**config.mk**
```make
export PLATFORM = sky130hd
export DESIGN_NAME = ec_pair_ctrl
export DESIGN_NICKNAME = d
export VERILOG_FILES = /design/src/rtl/ec_pair_ctrl.sv
export SDC_FILE = /design/constraint.sdc
export NUM_CORES = 1
export LEC_CHECK = 0
export CAP_MARGIN = 20
export CORE_ASPECT_RATIO = 0.75
export CORE_MARGIN = 5
export CORE_UTILIZATION = 30
export DETAILED_ROUTE_END_ITERATION = 7
export GPL_TIMING_DRIVEN = 0
export PLACE_DENSITY_LB_ADDON = 0.1
export SYNTH_ARGS = -nofsm -noshare
export SYNTH_HDL_FRONTEND = slang
export SYNTH_SLANG_ARGS = --single-unit
```
**constraint.sdc**
```tcl
create_clock -name clk -period 3.3 [get_ports clk]
set_clock_uncertainty 0.2 [all_clocks]
set_input_delay 0.66 -clock clk [delete_from_list [all_inputs] [get_ports clk]]
set_output_delay 0.66 -clock clk [all_outputs]
set_load 0.02 [all_outputs]
```
**src/rtl/ec_pair_ctrl.sv**
```systemverilog
module ec_pair_ctrl #(
  parameter int W = 16
) (
  input  logic         clk,
  input  logic         rst_n,
  input  logic         frame_start,
  input  logic [7:0]   ctl_a,
  input  logic [7:0]   ctl_b,
  input  logic [1:0]   fmt,
  input  logic         tone_a,
  input  logic         tone_b,
  input  logic [W-1:0] rin_a,
  input  logic [W-1:0] sin_a,
  input  logic [W-1:0] ec_a,
  input  logic [W-1:0] rin_b,
  input  logic [W-1:0] sin_b,
  input  logic [W-1:0] ec_b,
  output logic [W-1:0] rxq_a,
  output logic [W-1:0] tx_a,
  output logic [W-1:0] rxq_b,
  output logic [W-1:0] tx_b,
  output logic         adapt_a,
  output logic         adapt_b,
  output logic         dcf_a,
  output logic         dcf_b,
  output logic         slot_b_ok,
  output logic         cfg_err,
  output logic [1:0]   mode
);
  localparam logic [1:0] M_NORM = 2'd0, M_PAIR = 2'd1, M_LONG = 2'd2;

  logic [7:0] ca_q, cb_q;
  logic [1:0] fmt_q;
  logic       live_q;
  logic [W-1:0] quiet;
  logic       single, byp_a, byp_b;

  always_ff @(posedge clk or negedge rst_n)
    if (!rst_n) begin
      ca_q <= '0; cb_q <= '0; fmt_q <= '0; live_q <= 1'b0;
    end else if (frame_start) begin
      ca_q <= ctl_a; cb_q <= ctl_b; fmt_q <= fmt; live_q <= 1'b1;
    end

  always_comb
    case (fmt_q)
      2'd1:    quiet = W'(8'h80);
      2'd2:    quiet = W'(8'hFF);
      2'd3:    quiet = W'(8'hD5);
      default: quiet = '0;
    endcase

  assign mode    = ca_q[0] ? M_LONG : (ca_q[1] & cb_q[1]) ? M_PAIR : M_NORM;
  assign cfg_err = (ca_q[0] & ca_q[1] & cb_q[1]) | cb_q[0];
  assign single  = (mode != M_NORM);
  assign slot_b_ok = ~single;

  assign byp_a = ~live_q | ca_q[4];
  assign byp_b = ~live_q | cb_q[4];

  assign rxq_a   = (ca_q[2] && mode != M_PAIR) ? quiet : rin_a;
  assign tx_a    = ca_q[3] ? quiet : byp_a ? sin_a : ec_a;
  assign adapt_a = ~byp_a & ~ca_q[5] & ~(tone_a & ~ca_q[6]);
  assign dcf_a   = ~ca_q[7];

  assign rxq_b   = single ? quiet : cb_q[2] ? quiet : rin_b;
  assign tx_b    = (single | cb_q[3]) ? quiet : byp_b ? sin_b : ec_b;
  assign adapt_b = ~single & ~byp_b & ~cb_q[5] & ~(tone_b & ~cb_q[6]);
  assign dcf_b   = ~cb_q[7];

  p_mode_frame_r11: assert property (@(posedge clk) disable iff (!rst_n)
    !$past(frame_start) |-> $stable(mode));
  p_err_long_r2: assert property (@(posedge clk) disable iff (!rst_n)
    (cfg_err && !cb_q[0]) |-> (mode == M_LONG));
  p_slot_b_quiet_r3: assert property (@(posedge clk) disable iff (!rst_n)
    !slot_b_ok |-> (!adapt_b && tx_b == quiet && rxq_b == quiet));
  p_bypass_pass_r9: assert property (@(posedge clk) disable iff (!rst_n)
    (ca_q[4] && !ca_q[3]) |-> (tx_a == sin_a && !adapt_a));
  p_tone_hold_r7: assert property (@(posedge clk) disable iff (!rst_n)
    (tone_a && !ca_q[6]) |-> !adapt_a);
  p_smute_r5: assert property (@(posedge clk) disable iff (!rst_n)
    ca_q[3] |-> (tx_a == quiet));
endmodule

```
==> reports/qor.yml, run 1 <==
status: "finished, final reports clean"
yosys-top-cells-area: "dfrtp_1 (29%), nand2_1 (16%), mux2_2 (8.9%), and2_1 (6.1%), a21oi_1 (5.8%)"
cap_violations: 0
grt_pass1_wl_um: 10500
ant_nets: 0
grt_overflow_total: 0
worstPathRequired_ns: 2.44
leakage_nw: 1.55
cts-root-buf: "clkbuf_8"
routedWlPerCell_um: 14.5
slew_headroom: 0.442
power_density_nw_per_um2: 308
start_util: 0.310
clockBufferDepth: 2
hp-class: "register to register"
drc: 0
synth-compound-area-share: 0.188
dr.pass1.iters: 4
routed_wl_um: 7130
yosys_warnings: 0
async_flop_share: 1.00
hold_violations: 0
grt_pass1_vias: 2084
netlist_top_cells_count: "nand2_1 (70), a21oi_1 (19), dfrtp_1 (19)"
dpl.hpwl_um: 6070
die_w_um: 95.6
grt_max_degree: 20
synth.top_cell.area_share: 0.289
endpoint: "rxq_b[11]"
ios: 191
clock-sinks: 19
numPortBuffers: 189
avgSynthCellArea_um2: 7.39
ff2ff_setup_slack_ns: 2.03
start_kind: "register"
clk-insertion-delay-late_ns: 0.26
yosysTopAreaCell: "dfrtp_1"
synth-adder-area-share: 0
clock.fmax_ghz: 0.324
arrival_ns: 2.23
routed_via_density: 4.56
finalCritPeriodShare: 0.935
synth_edf_count: 0
antenna_found_initial: 0
diodes: 0
synthMuxAreaShare: 0.150
setup.worst_path.start: "ca_q[1]"
rsz0062_at_grt: "no"
cts_hold_buf: 0
netlist_area_um2: 1650
die_h_um: 74.2
max_slew.worst_pin.slew_ns: 0.835
fin_hold_ws_ns: 0.319
slew_viol_final: 0
fin_nets: 536
finalSetupViolations: 0
rows: 23
clk_pin_slew_ns: 0.07
final_core_util: 0.693
areaGrowthSynthToFinish_pct: 124
cts_max_level: 1
ff2ff_path_depth: 2
cts_buffers: 3
tns_ns: 0
cts-resized-gates: 0
cts_tree: "done"
synthCells: 223
track_usage: 0.186
yosysMostFrequentCell: "nand2_1"
ys_ff_latch: 19
synth_simple_gate_area_frac: 0.302
fin_crit_ns: 3.09
cts_setup_buffers: 0
synthFlopType: "dfrtp_1"
r2r_end: "fmt_q[1]"
r2r-start: "fmt_q[1]"
synth_cell_types: 27
drive_gt1_frac: 0.0889
vdd_ir_drop_max_v: 0.000285
routabilityCongestion: 0.790
drt_iter0_markers: 57
synth_top_family_by_area: "simple AND/OR/NAND/NOR gates"
synth_nets: 342
critPathCaptureType: "output port"
ys_seq_area_frac: 0.289
crit_fanout: 10
core_area_um2: 5320
synth-xor-area-share: 0
critPathKind: "register to output port"
vias: 2238
die_area_um2: 7090
[placed cells by master, fill, tap and decap left out]
master / count
inv_1: 6
a211oi_4: 1
nand2b_4: 1
and3b_4: 1
a21oi_1: 19
buf_4: 1
a31o_2: 1
a211oi_1: 1
o21ai_0: 7
nor3_1: 5
or2_2: 1
dfrtp_1: 19
clkbuf_8: 3
mux2_4: 4
clkdlybuf4s50_1: 189
buf_6: 2
a21o_1: 7
nand2b_1: 5
clkbuf_1: 7
a31oi_1: 12
mux2_2: 13
nand2_1: 70
buf_2: 8
clkinv_2: 1
and2_1: 16
and3_1: 1
mux2i_1: 4
a21boi_0: 3
nor2_1: 4
nor2b_1: 4
[per-stage QoR]
stage               worst slack [ns]  power (mW)  cell area, um^2  cells
detailed placement             0.329       0.984             3630    487
CTS                           0.0169        1.15             3680    491
floorplan                      0.955       0.602             1650    223
finish                         0.213        1.14             3690    491
global placement               0.328       0.975             3630    487
global route                  0.0385        1.21             3690    491
[layout make-up]
cell class	instances	area, um^2
Inverter	6	22.5
Multi-Input combinational cell	180	1060
Clock buffer	3	41.3
Timing Repair Buffer	189	1890
Buffer	18	96.3
Clock inverter	1	5.00
Sequential cell	19	475
Tap cell	75	93.8
Fill cell	443	1640
[state kept, by name, indices dropped and copies added, names as in the netlist]
signal and cells:
live_q 1, ca_q 8, fmt_q 2, cb_q 8
[how the worst min path moves through the flow]
stage                 start  endpoint  slack [ns]  cells past startpoint
global route        cb_q[0]   cb_q[0]        0.33                      1
finish              ca_q[5]   ca_q[5]        0.32                      1
floorplan             rst_n   ca_q[0]        0.16                      0
CTS                 ca_q[5]   ca_q[5]        0.33                      1
detailed placement  ca_q[5]   ca_q[5]        0.31                      1
global placement    cb_q[5]   cb_q[5]        0.29                      1
[worst max-delay path, cell delays in order (launching register included)]
cell and delay, ns:
dfrtp_1 0.46, a211oi_4 0.48, buf_2 0.27, and2_1 0.14, clkdlybuf4s50_1 0.61
[report_power, final]
group / internal (mW) / total [mW] / switching [mW] / leakage, nW
Clock: 0.0840 / 0.160 / 0.0764 / 0.0255
Sequential: 0.254 / 0.274 / 0.0202 / 0.221
Combinational: 0.387 / 0.703 / 0.315 / 1.30
Total: 0.726 / 1.14 / 0.412 / 1.55
[cells by family after synthesis]
family	after synthesis
mux	21
simple gates	108
compound gates	51
buf+inv	24
flops	19
[routing by layer]
layer	GRT usage	up-vias	wire length, um
met5	0	-	0
met4	0.0300	0	57
met3	0.0536	7	603
met2	0.331	88	3560
met1	0.228	1013	2910
li1	-	1130	-
(Power assumes the default switching activity.)
==> run 2: changes to the inputs <==
--- a/config.mk
+++ b/config.mk
@@ -5,6 +5,7 @@
 export SDC_FILE = /design/constraint.sdc
 export NUM_CORES = 1
 export LEC_CHECK = 0
+export ABC_AREA = 0
 export CAP_MARGIN = 20
 export CORE_ASPECT_RATIO = 0.75
 export CORE_MARGIN = 5
==> results of run 2 <==
The final DEF is identical to that of run 1; final timing and power are the same.
==> run 3: changes to the inputs <==
--- a/config.mk
+++ b/config.mk
@@ -6,7 +6,6 @@
 export NUM_CORES = 1
 export LEC_CHECK = 0
 export ABC_AREA = 0
-export CAP_MARGIN = 20
 export CORE_ASPECT_RATIO = 0.75
 export CORE_MARGIN = 5
 export CORE_UTILIZATION = 30
==> results of run 3 <==
The final DEF is identical to that of run 1; final timing and power are the same.
